===== src/rtl/gpio_mmio_pkg.sv =====
`timescale 1ns/1ps
package gpio_mmio_pkg;
  // Register indices on the bus
  localparam int IDX_PINS = 0;
  localparam int IDX_SET  = 1;
  localparam int IDX_CLR  = 2;
  localparam int IDX_DIR  = 3;

  // Direction register builds
  localparam int DIRM_NONE    = 0;
  localparam int DIRM_ONE_OUT = 1;
  localparam int DIRM_ONE_IN  = 2;

  typedef struct packed {
    logic pins;
    logic set;
    logic clr;
    logic dir;
  } reg_hit_t;
endpackage


===== src/rtl/gpio_lane_map.sv =====
`timescale 1ns/1ps
// Maps between line order and bus bit order. The mapping is its own inverse,
// so the same module serves both directions.
module gpio_lane_map #(
  parameter int W      = 32,
  parameter int MIRROR = 0,
  parameter int SWAP   = 0
) (
  input  logic [W-1:0] src,
  output logic [W-1:0] dst
);
  localparam int NB = W / 8;

  for (genvar n = 0; n < W; n++) begin : g_bit
    localparam int P = (MIRROR != 0) ? (W - 1 - n) : n;
    localparam int Q = (SWAP != 0) ? ((NB - 1 - P / 8) * 8 + P % 8) : P;
    assign dst[n] = src[Q];
  end
endmodule


===== src/rtl/gpio_in_sync.sv =====
`timescale 1ns/1ps
module gpio_in_sync #(
  parameter int W = 32
) (
  input  logic         clk,
  input  logic         rst_n,
  input  logic [W-1:0] async_in,
  output logic [W-1:0] sync_out
);
  logic [W-1:0] stage1_q;
  logic [W-1:0] stage2_q;

  always_ff @(posedge clk or negedge rst_n) begin
    if (!rst_n) begin
      stage1_q <= '0;
      stage2_q <= '0;
    end else begin
      stage1_q <= async_in;
      stage2_q <= stage1_q;
    end
  end

  assign sync_out = stage2_q;
endmodule


===== src/rtl/gpio_out_regs.sv =====
`timescale 1ns/1ps
module gpio_out_regs
  import gpio_mmio_pkg::*;
#(
  parameter int W        = 32,
  parameter int HAS_CLR  = 1,
  parameter int DIR_MODE = DIRM_ONE_OUT
) (
  input  logic         clk,
  input  logic         rst_n,
  input  logic         we_set,
  input  logic         we_clr,
  input  logic         we_dir,
  input  logic [W-1:0] wval,
  input  logic [W-1:0] wmask,
  output logic [W-1:0] latch_q,
  output logic [W-1:0] dir_q
);
  localparam logic [W-1:0] DIR_RST = (DIR_MODE == DIRM_ONE_IN) ? '1 : '0;

  logic [W-1:0] latch_d;
  logic [W-1:0] dir_d;
  logic         latch_en;
  logic         dir_en;
  logic [W-1:0] hits;

  always_comb begin
    hits     = wval & wmask;
    latch_d  = latch_q;
    latch_en = 1'b0;
    if (we_set) begin
      latch_en = 1'b1;
      if (HAS_CLR != 0) latch_d = latch_q | hits;
      else              latch_d = (latch_q & ~wmask) | hits;
    end else if (we_clr) begin
      latch_en = 1'b1;
      latch_d  = latch_q & ~hits;
    end
  end

  always_comb begin
    dir_en = we_dir;
    dir_d  = (dir_q & ~wmask) | hits;
  end

  always_ff @(posedge clk or negedge rst_n) begin
    if (!rst_n) begin
      latch_q <= '0;
    end else if (latch_en) begin
      latch_q <= latch_d;
    end
  end

  always_ff @(posedge clk or negedge rst_n) begin
    if (!rst_n) begin
      dir_q <= DIR_RST;
    end else if (dir_en) begin
      dir_q <= dir_d;
    end
  end
endmodule


===== src/rtl/gpio_mmio_ctrl.sv =====
`timescale 1ns/1ps
module gpio_mmio_ctrl
  import gpio_mmio_pkg::*;
#(
  parameter int W          = 32,
  parameter int AW         = 3,
  parameter int HAS_CLR    = 1,
  parameter int DIR_MODE   = DIRM_ONE_OUT,
  parameter int MIRROR     = 0,
  parameter int BIG_ENDIAN = 0
) (
  input  logic           clk,
  input  logic           rst_n,
  input  logic           bus_wr,
  input  logic           bus_rd,
  input  logic [AW-1:0]  bus_addr,
  input  logic [W-1:0]   bus_wdata,
  input  logic [W/8-1:0] bus_be,
  output logic [W-1:0]   bus_rdata,
  input  logic [W-1:0]   pin_in,
  output logic [W-1:0]   pin_out,
  output logic [W-1:0]   pin_oe
);
  localparam int NB   = W / 8;
  localparam int SWAP = ((BIG_ENDIAN != 0) && ((W == 16) || (W == 32))) ? 1 : 0;

  // Reset: asserted asynchronously, released after two clock edges
  logic [1:0] rst_sync_q;
  logic       rst_int_n;

  always_ff @(posedge clk or negedge rst_n) begin
    if (!rst_n) rst_sync_q <= 2'b00;
    else        rst_sync_q <= {rst_sync_q[0], 1'b1};
  end
  assign rst_int_n = rst_sync_q[1];

  // Byte-lane enables expanded to a bit mask in bus order
  logic [W-1:0] bus_mask;
  for (genvar k = 0; k < NB; k++) begin : g_lane
    assign bus_mask[8*k +: 8] = {8{bus_be[k]}};
  end

  // Bus order to line order
  logic [W-1:0] wr_line;
  logic [W-1:0] mask_line;

  gpio_lane_map #(.W(W), .MIRROR(MIRROR), .SWAP(SWAP)) i_map_wdata (
    .src(bus_wdata), .dst(wr_line)
  );
  gpio_lane_map #(.W(W), .MIRROR(MIRROR), .SWAP(SWAP)) i_map_mask (
    .src(bus_mask), .dst(mask_line)
  );

  // Decode
  reg_hit_t hit;
  always_comb begin
    hit.pins = (bus_addr == AW'(IDX_PINS));
    hit.set  = (bus_addr == AW'(IDX_SET));
    hit.clr  = (HAS_CLR != 0) && (bus_addr == AW'(IDX_CLR));
    hit.dir  = (DIR_MODE != DIRM_NONE) && (bus_addr == AW'(IDX_DIR));
  end

  // Input synchronizer
  logic [W-1:0] pins_q;
  gpio_in_sync #(.W(W)) i_sync (
    .clk(clk), .rst_n(rst_int_n), .async_in(pin_in), .sync_out(pins_q)
  );

  // Output latch and direction
  logic [W-1:0] latch_q;
  logic [W-1:0] dir_q;
  gpio_out_regs #(.W(W), .HAS_CLR(HAS_CLR), .DIR_MODE(DIR_MODE)) i_regs (
    .clk     (clk),
    .rst_n   (rst_int_n),
    .we_set  (bus_wr && hit.set),
    .we_clr  (bus_wr && hit.clr),
    .we_dir  (bus_wr && hit.dir),
    .wval    (wr_line),
    .wmask   (mask_line),
    .latch_q (latch_q),
    .dir_q   (dir_q)
  );

  assign pin_out = latch_q;

  if (DIR_MODE == DIRM_ONE_OUT) begin : g_oe_high
    assign pin_oe = dir_q;
  end else if (DIR_MODE == DIRM_ONE_IN) begin : g_oe_low
    assign pin_oe = ~dir_q;
  end else begin : g_oe_fixed
    assign pin_oe = '1;
  end

  // Read path: select in line order, map to bus order, register
  logic [W-1:0] rd_line;
  logic [W-1:0] rd_bus;
  logic [W-1:0] rdata_d;

  always_comb begin
    rd_line = '0;
    if (hit.pins)     rd_line = pins_q;
    else if (hit.set) rd_line = latch_q;
    else if (hit.dir) rd_line = dir_q;
  end

  gpio_lane_map #(.W(W), .MIRROR(MIRROR), .SWAP(SWAP)) i_map_rdata (
    .src(rd_line), .dst(rd_bus)
  );

  always_comb rdata_d = bus_rd ? rd_bus : '0;

  always_ff @(posedge clk or negedge rst_int_n) begin
    if (!rst_int_n) bus_rdata <= '0;
    else            bus_rdata <= rdata_d;
  end
endmodule


===== config.mk =====
export PLATFORM = sky130hd
export DESIGN_NAME = gpio_mmio_ctrl
export DESIGN_NICKNAME = d
export VERILOG_FILES = /design/src/rtl/gpio_mmio_pkg.sv /design/src/rtl/gpio_lane_map.sv /design/src/rtl/gpio_in_sync.sv /design/src/rtl/gpio_out_regs.sv /design/src/rtl/gpio_mmio_ctrl.sv
export SDC_FILE = /design/constraint.sdc
export NUM_CORES = 1
export LEC_CHECK = 0
export CAP_MARGIN = 0
export CORE_ASPECT_RATIO = 1.75
export CORE_UTILIZATION = 31
export DETAILED_ROUTE_END_ITERATION = 8
export RECOVER_POWER = 25
export SLEW_MARGIN = 5
export SYNTH_ARGS = -nofsm -noshare
export SYNTH_HDL_FRONTEND = slang
export SYNTH_SLANG_ARGS = --single-unit
export TNS_END_PERCENT = 30

===== constraint.sdc =====
create_clock -name clk -period 13.67 [get_ports clk]
set_clock_uncertainty 0.05 [all_clocks]
set_input_delay 3.4175 -clock clk [delete_from_list [all_inputs] [get_ports clk]]
set_output_delay 3.4175 -clock clk [all_outputs]
set_load 0.05 [all_outputs]

==> impl_metrics.prom, run 1 <==
# TYPE chip_impl_metric gauge
chip_impl_metric{name="final-setup-viol-count",unit=""} 0
chip_impl_metric{name="finalMaxSlewViolations",unit=""} 84
chip_impl_metric{name="timing_hold_violations_final",unit=""} 0
chip_impl_info{name="tritoncts",value="yes"} 1
chip_impl_info{name="cts_root_buf",value="sky130_fd_sc_hd__clkbuf_16"} 1
chip_impl_metric{name="postSynthCellCount",unit=""} 436
chip_impl_metric{name="grtUsageTotal",unit=""} 0.1761
chip_impl_metric{name="initial_utilization",unit=""} 0.3168
chip_impl_info{name="hold_start",value="i_sync.stage1_q[6]"} 1
chip_impl_metric{name="final_period_minus_worst_setup_slack",unit="ns"} 5.255
chip_impl_info{name="setup_repair_after_global_routing_missed_its_margin",value="false"} 1
chip_impl_metric{name="ir_worst_vdd",unit="mV"} 0.08759
chip_impl_metric{name="ctsResizeCount",unit=""} 0
chip_impl_info{name="worstSetupStartpoint",value="bus_wr"} 1
chip_impl_metric{name="place_area",unit="mm2"} 0.007800
chip_impl_metric{name="numCtsBuffers",unit=""} 17
chip_impl_metric{name="syn-num-nets",unit=""} 511
chip_impl_info{name="slowest_cp_cell",value="sky130_fd_sc_hd__nor2b_2"} 1
chip_impl_metric{name="timing_worst_slew_pin_value",unit="ns"} 3.278
chip_impl_metric{name="path_max_fanout",unit=""} 24
chip_impl_metric{name="route.detailed.vias_per_inst",unit=""} 4.857
chip_impl_info{name="criticalPathCategory",value="input port to register"} 1
chip_impl_info{name="synthDominantAreaCellType",value="sky130_fd_sc_hd__dfrtp_1"} 1
chip_impl_metric{name="cts_htree_levels",unit=""} 4
chip_impl_metric{name="cts_post_setup_buffers_inserted",unit=""} 0
chip_impl_metric{name="areaGrowthSynthToFinish",unit="%"} 41.07
chip_impl_metric{name="timing.critical_path.slowest_cell_delay",unit="ns"} 0.98
chip_impl_metric{name="final.period_utilization",unit=""} 0.3844
chip_impl_metric{name="drc_errors",unit=""} 0
chip_impl_metric{name="floorplan.rows",unit=""} 66
chip_impl_metric{name="synth_top_area_share",unit=""} 0.6856
chip_impl_metric{name="worstPathBufferInverterCount",unit=""} 1
chip_impl_metric{name="synth_area",unit="mm2"} 0.005913
chip_impl_metric{name="io_pins",unit=""} 171
chip_impl_info{name="cp_top_family",value="simple AND/OR/NAND/NOR gates"} 1
chip_impl_metric{name="drt.antenna.violating_nets",unit=""} 0
chip_impl_metric{name="ys_seq_elements",unit=""} 162
chip_impl_metric{name="vias",unit=""} 4114
chip_impl_metric{name="post_synthesis_average_cell_area",unit="um2"} 13.56
chip_impl_metric{name="floorplan.die.width",unit="um"} 106.4
chip_impl_metric{name="static-leakage-power",unit="nW"} 3.553
chip_impl_info{name="status",value="finished, violations left"} 1
chip_impl_metric{name="worst_ep_arrival_time",unit="ns"} 5.52
chip_impl_metric{name="maxClockFrequency",unit="MHz"} 190.3
chip_impl_metric{name="grt_pass1_vias",unit=""} 4554
chip_impl_metric{name="maxSlewHeadroom",unit=""} -1.185
chip_impl_info{name="hold_path.class",value="register to register"} 1
chip_impl_info{name="failed_checks",value="max-capacitance violations, max-slew violations"} 1
chip_impl_metric{name="cts_clk_pin_slew_worst_paths",unit="ns"} 0.06
chip_impl_metric{name="placedCellCount",unit=""} 814
chip_impl_metric{name="final.setup.tns",unit="ns"} 0
chip_impl_metric{name="synth_sequential_area_ratio",unit=""} 0.6856
chip_impl_metric{name="final_layout_size_suffix_gt1_frac",unit=""} 0.1546
chip_impl_metric{name="multi_input_area",unit="mm2"} 0.001727
chip_impl_metric{name="cts.sinks",unit=""} 162
chip_impl_metric{name="p_per_area",unit="mW/mm2"} 153.6
chip_impl_metric{name="crit_required",unit="ns"} 13.93
chip_impl_metric{name="core_area",unit="mm2"} 0.01866
chip_impl_metric{name="die_area",unit="mm2"} 0.01965
chip_impl_metric{name="antenna_found_initial",unit=""} 1
chip_impl_metric{name="grt_start_max_net_pins",unit=""} 84
chip_impl_metric{name="final_nets",unit=""} 670
chip_impl_metric{name="synth_cell_types",unit=""} 27
chip_impl_info{name="setup.worst_path.start_class",value="input port"} 1
chip_impl_metric{name="dp_hpwl",unit="mm"} 11.02
chip_impl_metric{name="total_of_buffers_placed_on_input_and_output_ports",unit=""} 170
chip_impl_info{name="setup.worst_path.end_class",value="register"} 1
chip_impl_metric{name="die_height",unit="um"} 184.7
chip_impl_info{name="cp_cell_sequence",value="clkdlybuf4s50_1 -> nor2b_2 -> nand4_1 -> mux2_1"} 1
chip_impl_metric{name="post_layout_nonfiller_instances",unit=""} 847
chip_impl_metric{name="yosysWarnings",unit=""} 0
chip_impl_metric{name="cts_hold_buf",unit=""} 0
chip_impl_metric{name="finish.instance_area",unit="mm2"} 0.008342
chip_impl_metric{name="filler_cell_count",unit=""} 1781
chip_impl_metric{name="insertion_delay",unit="ns"} 0.43
chip_impl_metric{name="drt_pre_antenna_iters",unit=""} 4
chip_impl_metric{name="detail_route.iter0.violations",unit=""} 141
chip_impl_info{name="yosys-top-cells-area",value="sky130_fd_sc_hd__dfrtp_1 (69%), sky130_fd_sc_hd__mux2_2 (10%), sky130_fd_sc_hd__o2bb2ai_1 (4.7%), sky130_fd_sc_hd__nor3_1 (2.8%), sky130_fd_sc_hd__nand4_1 (2.5%)"} 1
chip_impl_metric{name="final-seq-area",unit="mm2"} 0.004054
chip_impl_metric{name="grt.overflow.total",unit=""} 0
chip_impl_info{name="regToRegStartpoint",value="rst_sync_q[1]"} 1
chip_impl_metric{name="routed_wire_length_per_instance",unit="um"} 19.14
chip_impl_metric{name="grt_pass1_wl",unit="mm"} 25.21
chip_impl_metric{name="max-cap-violations",unit=""} 1
chip_impl_metric{name="detail_route.wirelength",unit="mm"} 16.21
chip_impl_metric{name="cts.path.max_buffers",unit=""} 2
chip_impl_metric{name="routabilityCongestion",unit=""} 0.7400
where the power goes:
part | internal, mW | switching, mW | total (mW)
Combinational | 0.105 | 0.178 | 0.283
Sequential | 0.522 | 0.0334 | 0.555
Clock | 0.255 | 0.188 | 0.443
logic make-up after synthesis:
kind of cell              after synthesis  synth area share
xor gates and xnor gates                1          0.001481
DFF                                   162            0.6856
other                                   1         0.0006342
muxes                                  63            0.1200
buffers and inverters                  34           0.02772
AOI/OAI and AO/OA                      34           0.04951
and+or+nand+nor                       141            0.1151
cell type report:
cell class                 count  share of cell area
tap                          238             0.03570
clock buffer                  24             0.05535
inverter                       1           0.0004500
timing repair buffer         173              0.2055
sequential                   162              0.4860
clock inverter                 8            0.009750
multi-input combinational    240              0.2070
antenna                        1           0.0003000
per-stage QoR:
step / power [mW] / utilization / setup WS, ns / hold WS, ns
after floorplan: 0.7308 / - / 8.772 / 0.2812
after global placement: 0.8443 / 0.4179 / 8.082 / 0.2846
after detailed placement: 0.8497 / 0.4179 / 7.993 / 0.2847
after CTS: 1.296 / 0.4470 / 8.462 / 0.2978
after global routing: 1.331 / 0.4470 / 8.301 / 0.3029
final: 1.281 / 0.4470 / 8.415 / 0.2967
worst paths after layout:
check                                endpoint  slack [ns]  depth (start not counted)
max                                  register        8.41                          4
min                        i_sync.sync_out[6]        0.30                          0
max reg2reg                      bus_rdata[9]        9.87                          1
min reg2reg                i_sync.sync_out[6]        0.30                          0
max in group asynchronous        bus_rdata[9]        9.87                          1
min in group asynchronous       bus_rdata[12]        1.31                          0
layer usage:
| layer | vias to the layer above | share of wire | GRT usage | wire (um) |
|---|---|---|---|---|
| met1 | 2102 | 0.37 | 0.1823 | 6011 |
| met3 | 35 | 0.038 | 0.04031 | 611 |
| met5 | - | 0 | 0 | 0 |
| met4 | 0 | 0.036 | 0.09833 | 579 |
| met2 | 122 | 0.56 | 0.3226 | 9012 |
| li1 | 1855 | - | - | - |
Yosys cell counts (all sizes together):
master and number:
o2bb2ai 32, xor2 1, nor2 32, o21ai 1, nor3 33, dfrtp 162
and3 1, nand2 37, nor2b 1, or3 1, nand4 24, o211ai 1
buf 16, mux2 63, nand3 7, and4b 1, conb 1, and3b 1
nand4b 1, clkbuf 17, nand2b 2, inv 1
layout by cell type, fill, tap and decap left out, types with 2 or more instances in the layout:
cell / instances
sky130_fd_sc_hd__clkdlybuf4s50_1: 168
sky130_fd_sc_hd__dfrtp_1: 162
sky130_fd_sc_hd__mux2_2: 54
sky130_fd_sc_hd__nand2_1: 34
sky130_fd_sc_hd__o2bb2ai_1: 32
sky130_fd_sc_hd__nor2_1: 32
sky130_fd_sc_hd__nor3_1: 32
sky130_fd_sc_hd__nand4_1: 24
sky130_fd_sc_hd__clkbuf_16: 17
sky130_fd_sc_hd__mux2_1: 9
sky130_fd_sc_hd__nand3_1: 7
sky130_fd_sc_hd__clkbuf_1: 6
sky130_fd_sc_hd__clkinvlp_4: 5
sky130_fd_sc_hd__nand2_2: 3
sky130_fd_sc_hd__buf_4: 3
sky130_fd_sc_hd__nand2b_2: 2
sky130_fd_sc_hd__buf_2: 2
(Power assumes the default switching activity.)
==> inputs of run 2 (changes only) <==
clock period = 4.4 ns   (was 13.67 ns; I/O delays follow)
==> impl_metrics.prom, run 2 (same netlist as run 1, synthesis figures left out) <==
# TYPE chip_impl_metric gauge
chip_impl_info{name="status",value="finished, violations left"} 1
chip_impl_info{name="failed_checks",value="max-capacitance violations, max-slew violations"} 1
chip_impl_metric{name="insertion_delay",unit="ns"} 0.42
chip_impl_metric{name="final_layout_size_suffix_gt1_frac",unit=""} 0.1669
chip_impl_metric{name="grtUsageTotal",unit=""} 0.1701
chip_impl_metric{name="path_max_fanout",unit=""} 3
chip_impl_metric{name="holdPathStages",unit=""} 0
chip_impl_metric{name="worstPathBufferInverterCount",unit=""} 1
chip_impl_metric{name="initial_utilization",unit=""} 0.3168
chip_impl_info{name="setup_repair_after_global_routing_missed_its_margin",value="false"} 1
chip_impl_metric{name="grt_pass1_wl",unit="mm"} 24.53
chip_impl_info{name="hold_end",value="i_sync.sync_out[27]"} 1
chip_impl_metric{name="timing_worst_slew_pin_value",unit="ns"} 2.489
chip_impl_metric{name="final_nets",unit=""} 673
chip_impl_metric{name="grt_start_max_net_pins",unit=""} 100
chip_impl_info{name="setup.worst_path.end_class",value="output pin"} 1
chip_impl_metric{name="vias",unit=""} 4080
chip_impl_metric{name="worst_ep_arrival_time",unit="ns"} 1.67
chip_impl_metric{name="detail_route.iter0.violations",unit=""} 105
chip_impl_metric{name="timing.critical_path.slowest_cell_delay",unit="ns"} 0.83
chip_impl_metric{name="floorplan.die.width",unit="um"} 106.4
chip_impl_metric{name="gr_util_met3",unit=""} 0.03925
chip_impl_metric{name="r2r_cells",unit=""} 1
chip_impl_metric{name="drc_errors",unit=""} 0
chip_impl_metric{name="dp_hpwl",unit="mm"} 11.05
chip_impl_metric{name="finalMaxSlewViolations",unit=""} 62
chip_impl_metric{name="route.detailed.vias_per_inst",unit=""} 4.800
chip_impl_metric{name="final.setup.tns",unit="ns"} 0
chip_impl_metric{name="floorplan.rows",unit=""} 66
chip_impl_info{name="cp_top_family",value="buffers and inverters"} 1
chip_impl_metric{name="final_period_minus_worst_setup_slack",unit="ns"} 2.823
chip_impl_metric{name="finish.instance_area",unit="mm2"} 0.008427
chip_impl_info{name="cts_root_buf",value="sky130_fd_sc_hd__clkbuf_16"} 1
chip_impl_metric{name="routing_usage_on_met1",unit=""} 0.1784
chip_impl_metric{name="grt.overflow.total",unit=""} 0
chip_impl_info{name="cp_cell_sequence",value="clkdlybuf4s50_1"} 1
chip_impl_info{name="slowest_cp_cell",value="sky130_fd_sc_hd__clkdlybuf4s50_1"} 1
chip_impl_metric{name="cts_clk_pin_slew_worst_paths",unit="ns"} 0.07
chip_impl_info{name="layout.cells.most_common_list",value="sky130_fd_sc_hd__dfrtp_1 (162), sky130_fd_sc_hd__clkdlybuf4s50_1 (159), sky130_fd_sc_hd__mux2_2 (54)"} 1
chip_impl_metric{name="die_area",unit="mm2"} 0.01965
chip_impl_metric{name="cts_post_setup_buffers_inserted",unit=""} 0
chip_impl_metric{name="max-cap-violations",unit=""} 1
chip_impl_metric{name="routabilityCongestion",unit=""} 0.7554
chip_impl_metric{name="r2r_setup_slack",unit="ns"} 1.79
chip_impl_metric{name="crit_required",unit="ns"} 3.25
chip_impl_metric{name="final.period_utilization",unit=""} 0.6415
chip_impl_info{name="hold_start",value="i_sync.stage1_q[27]"} 1
chip_impl_metric{name="drt.antenna.violating_nets",unit=""} 0
chip_impl_metric{name="areaGrowthSynthToFinish",unit="%"} 42.51
chip_impl_metric{name="static-leakage-power",unit="nW"} 3.613
chip_impl_metric{name="cts.sinks",unit=""} 162
chip_impl_metric{name="timing_hold_violations_final",unit=""} 0
chip_impl_info{name="globalRoute.busiestLayer",value="met2"} 1
chip_impl_metric{name="drt_pre_antenna_iters",unit=""} 4
chip_impl_metric{name="ctsResizeCount",unit=""} 0
chip_impl_info{name="layout.cells.most_common",value="sky130_fd_sc_hd__dfrtp_1"} 1
chip_impl_metric{name="maxSlewHeadroom",unit=""} -0.6591
chip_impl_metric{name="antenna_found_initial",unit=""} 1
chip_impl_metric{name="detail_route.wirelength",unit="mm"} 15.90
chip_impl_metric{name="grt.met2_usage",unit=""} 0.3138
chip_impl_metric{name="numCtsBuffers",unit=""} 17
chip_impl_metric{name="final-setup-viol-count",unit=""} 0
chip_impl_metric{name="cts.path.max_buffers",unit=""} 2
chip_impl_metric{name="die_height",unit="um"} 184.7
chip_impl_metric{name="core_area",unit="mm2"} 0.01866
chip_impl_metric{name="maxClockFrequency",unit="MHz"} 354.3
chip_impl_metric{name="place_area",unit="mm2"} 0.007835
chip_impl_info{name="criticalPathCategory",value="register to output pin"} 1
chip_impl_metric{name="ir_worst_vdd",unit="mV"} 0.2330
chip_impl_metric{name="cts_htree_levels",unit=""} 4
chip_impl_metric{name="io_pins",unit=""} 171
chip_impl_metric{name="total_of_buffers_placed_on_input_and_output_ports",unit=""} 170
chip_impl_metric{name="timing.critical_path.depth",unit=""} 1
chip_impl_metric{name="grt_pass1_vias",unit=""} 4478
chip_impl_metric{name="routed_wire_length_per_instance",unit="um"} 18.70
chip_impl_metric{name="p_per_area",unit="mW/mm2"} 484.3
chip_impl_info{name="hold_path.class",value="register to register"} 1
chip_impl_info{name="setup.worst_path.start_class",value="register"} 1
chip_impl_info{name="tritoncts",value="yes"} 1
chip_impl_info{name="regToRegStartpoint",value="rst_sync_q[1]"} 1
chip_impl_metric{name="cts_hold_buf",unit=""} 0
## run 2: changes by cell type in the layout (fill, tap and decap cells not counted), sizes merged
cell,previous run,this run
buf,5,8
clkbuf,24,19
clkdlybuf4s50,168,159
clkinvlp,5,3
bufinv,1,2
dlygate4sd3,0,9
inv,1,7
## run 2: worst max-delay path by stage
stage / start / end / slack, ns
after floorplan: rst_sync_q[1] / asynchronous set/reset pin / 1.67
after detailed placement: bus_addr[2] / bus_rdata[10] / 1.26
after CTS: register / pin_out[3] / 1.55
final: register / pin_out[3] / 1.58
after global placement: bus_addr[2] / bus_rdata[10] / 1.36
after global routing: rst_sync_q[1] / i_sync.sync_out[30] / 1.31
## run 2: through the flow
stage / hold WS, ns / worst slack, ns / utilization / power [mW] / std cells
after floorplan: 0.2811 / 1.669 / - / 2.270 / 436
after global placement: 0.2840 / 1.363 / 0.4198 / 2.626 / 817
after detailed placement: 0.2847 / 1.264 / 0.4198 / 2.640 / 817
after CTS: 0.2994 / 1.548 / 0.4516 / 4.139 / 849
after global routing: 0.3008 / 1.307 / 0.4515 / 4.242 / 850
final: 0.2933 / 1.577 / 0.4515 / 4.081 / 850
## run 2: layout make-up
type,count,area [um2]
antenna,1,2.502
timing repair buffer,176,1749
clock buffer,19,442.9
sequential,162,4054
inverter,1,3.754
clock inverter,13,150.1
multi-input combinational,240,1727
tap,238,297.8
fill,1771,10240
## run 2: metal layers
metal / up-vias / share of wire
met5: - / 0
met1: 2039 / 0.36
met3: 34 / 0.047
met2: 142 / 0.56
li1: 1865 / -
met4: 0 / 0.036
## run 2: report_power, final
group / switching (mW) / leakage, nW / total (mW) / internal (mW)
logic: 0.552 / 1.30 / 0.880 / 0.328
registers: 0.0985 / 2.03 / 1.72 / 1.62
clock network: 0.619 / 0.285 / 1.48 / 0.863
total: 1.27 / 3.61 / 4.08 / 2.81
==> inputs of run 3 (changes only) <==
clock period = 2.28 ns   (was 4.4 ns; I/O delays follow)
==> impl_metrics.prom, run 3 (same netlist as run 1, synthesis figures left out) <==
# TYPE chip_impl_metric gauge
chip_impl_metric{name="final_layout_size_suffix_gt1_frac",unit=""} 0.1911
chip_impl_metric{name="cts_post_setup_buffers_inserted",unit=""} 0
chip_impl_info{name="setup.worst_path.start_class",value="register"} 1
chip_impl_metric{name="route.detailed.vias_per_inst",unit=""} 4.855
chip_impl_metric{name="timing.critical_path.slowest_cell_delay",unit="ns"} 0.82
chip_impl_metric{name="crit_required",unit="ns"} 1.66
chip_impl_metric{name="final.period_utilization",unit=""} 0.9807
chip_impl_metric{name="fin_ws",unit="ns"} 0.04407
chip_impl_info{name="slowest_cp_cell",value="sky130_fd_sc_hd__clkdlybuf4s50_1"} 1
chip_impl_metric{name="cts_clk_pin_slew_worst_paths",unit="ns"} 0.06
chip_impl_metric{name="grt_start_max_net_pins",unit=""} 52
chip_impl_metric{name="grtUsageTotal",unit=""} 0.1817
chip_impl_metric{name="placedCellCount",unit=""} 834
chip_impl_info{name="layout.cells.most_common_list",value="sky130_fd_sc_hd__dfrtp_1 (162), sky130_fd_sc_hd__clkdlybuf4s50_1 (74), sky130_fd_sc_hd__mux2_2 (54)"} 1
chip_impl_metric{name="ir_worst_vdd",unit="mV"} 0.4830
chip_impl_metric{name="finish.instance_area",unit="mm2"} 0.008581
chip_impl_metric{name="worstPathBufferInverterCount",unit=""} 1
chip_impl_info{name="cp_top_family",value="buffers and inverters"} 1
chip_impl_info{name="status",value="finished, violations left"} 1
chip_impl_info{name="setup_repair_after_global_routing_missed_its_margin",value="false"} 1
chip_impl_metric{name="floorplan.rows",unit=""} 66
chip_impl_info{name="criticalPathCategory",value="register to output pin"} 1
chip_impl_metric{name="cts_htree_levels",unit=""} 4
chip_impl_info{name="setup.worst_path.end_class",value="output pin"} 1
chip_impl_metric{name="timing_hold_violations_final",unit=""} 0
chip_impl_metric{name="antenna_found_initial",unit=""} 3
chip_impl_metric{name="vias",unit=""} 4219
chip_impl_metric{name="post-place-ws",unit="ns"} 0.04830
chip_impl_metric{name="drc_errors",unit=""} 0
chip_impl_metric{name="dp_hpwl",unit="mm"} 12.22
chip_impl_info{name="layout.cells.most_common",value="sky130_fd_sc_hd__dfrtp_1"} 1
chip_impl_metric{name="die_area",unit="mm2"} 0.01965
chip_impl_metric{name="worst_ep_arrival_time",unit="ns"} 1.62
chip_impl_metric{name="grt_pass1_vias",unit=""} 4603
chip_impl_metric{name="cts.path.max_buffers",unit=""} 2
chip_impl_metric{name="maxClockFrequency",unit="MHz"} 447.2
chip_impl_metric{name="final_nets",unit=""} 690
chip_impl_info{name="cts_root_buf",value="sky130_fd_sc_hd__clkbuf_16"} 1
chip_impl_metric{name="grt.overflow.total",unit=""} 0
chip_impl_metric{name="insertion_delay",unit="ns"} 0.43
chip_impl_metric{name="post_layout_nonfiller_instances",unit=""} 869
chip_impl_metric{name="timing_worst_slew_pin_value",unit="ns"} 1.639
chip_impl_metric{name="drt.antenna.violating_nets",unit=""} 0
chip_impl_metric{name="initial_utilization",unit=""} 0.3168
chip_impl_metric{name="final-setup-viol-count",unit=""} 0
chip_impl_metric{name="detail_route.iter0.violations",unit=""} 104
chip_impl_metric{name="areaGrowthSynthToFinish",unit="%"} 45.11
chip_impl_info{name="hold_path.class",value="register to register"} 1
chip_impl_metric{name="routed_wire_length_per_instance",unit="um"} 19.53
chip_impl_metric{name="numCtsBuffers",unit=""} 17
chip_impl_info{name="failed_checks",value="max-capacitance violations, max-slew violations"} 1
chip_impl_metric{name="maxSlewHeadroom",unit=""} -0.09292
chip_impl_metric{name="floorplan.die.width",unit="um"} 106.4
chip_impl_metric{name="finalMaxSlewViolations",unit=""} 38
chip_impl_metric{name="core_area",unit="mm2"} 0.01866
chip_impl_metric{name="path_max_fanout",unit=""} 3
chip_impl_metric{name="filler_cell_count",unit=""} 1774
chip_impl_metric{name="final_core_utilization",unit=""} 0.4598
chip_impl_metric{name="io_pins",unit=""} 171
chip_impl_metric{name="static-leakage-power",unit="nW"} 4.208
chip_impl_metric{name="grt_pass1_wl",unit="mm"} 25.92
chip_impl_info{name="tritoncts",value="yes"} 1
chip_impl_metric{name="place_area",unit="mm2"} 0.007985
chip_impl_metric{name="p_per_area",unit="mW/mm2"} 895.8
chip_impl_metric{name="total_of_buffers_placed_on_input_and_output_ports",unit=""} 170
chip_impl_info{name="cp_cell_sequence",value="clkdlybuf4s50_1"} 1
chip_impl_metric{name="drt_pre_antenna_iters",unit=""} 4
chip_impl_metric{name="fin_worst_hold_slack",unit="ns"} 0.2951
chip_impl_metric{name="routabilityCongestion",unit=""} 0.7870
chip_impl_metric{name="final.setup.tns",unit="ns"} 0
chip_impl_metric{name="cts.sinks",unit=""} 162
chip_impl_metric{name="die_height",unit="um"} 184.7
chip_impl_metric{name="p_total",unit="mW"} 7.687
chip_impl_metric{name="detail_route.wirelength",unit="mm"} 16.97
chip_impl_metric{name="max-cap-violations",unit=""} 1
chip_impl_metric{name="final_period_minus_worst_setup_slack",unit="ns"} 2.236
==> run 3: worst paths after layout <==
kind / from / end / slack [ns] / cells after the start
hold / removal: i_sync.stage1_q[15] / i_sync.sync_out[15] / 0.30 / 0
setup / recovery: register / pin_out[23] / 0.04 / 1
min in group asynchronous: rst_n / rst_sync_q[1] / 0.32 / 1
max in group asynchronous: rst_sync_q[1] / asynchronous set/reset pin / 0.53 / 1
hold reg to reg: i_sync.stage1_q[15] / i_sync.sync_out[15] / 0.30 / 0
setup reg to reg: rst_sync_q[1] / asynchronous set/reset pin / 0.53 / 1
==> run 3: area by class of cell <==
class,count,area [um2],area share
Timing Repair Buffer,193,1926,0.2244
Clock buffer,20,456.7,0.05322
Antenna cell,3,7.507,0.0008749
Clock inverter,12,108.9,0.01269
Inverter,1,3.754,0.0004374
Sequential cell,162,4054,0.4724
Tap cell,238,297.8,0.03470
Multi-Input combinational cell,240,1727,0.2012
==> run 3: where the power goes <==
| group | switching [mW] | internal [mW] |
|---|---|---|
| Clock | 1.14 | 1.56 |
| Combinational | 1.08 | 0.575 |
| Sequential | 0.204 | 3.13 |
==> run 3: repair_timing <==
item,in CTS,in global routing
hold buffers,0,0
endpoints found under the hold margin,0,0
setup endpoints to repair,33,27
resized for setup,33,27
==> run 3: metal layers <==
| metal | track usage | share of wire | vias up |
|---|---|---|---|
| met3 | 0.04031 | 0.036 | 34 |
| met4 | 0.1022 | 0.038 | 0 |
| li1 | - | - | 1890 |
| met2 | 0.3244 | 0.55 | 130 |
| met5 | 0 | 0 | - |
| met1 | 0.1959 | 0.37 | 2165 |
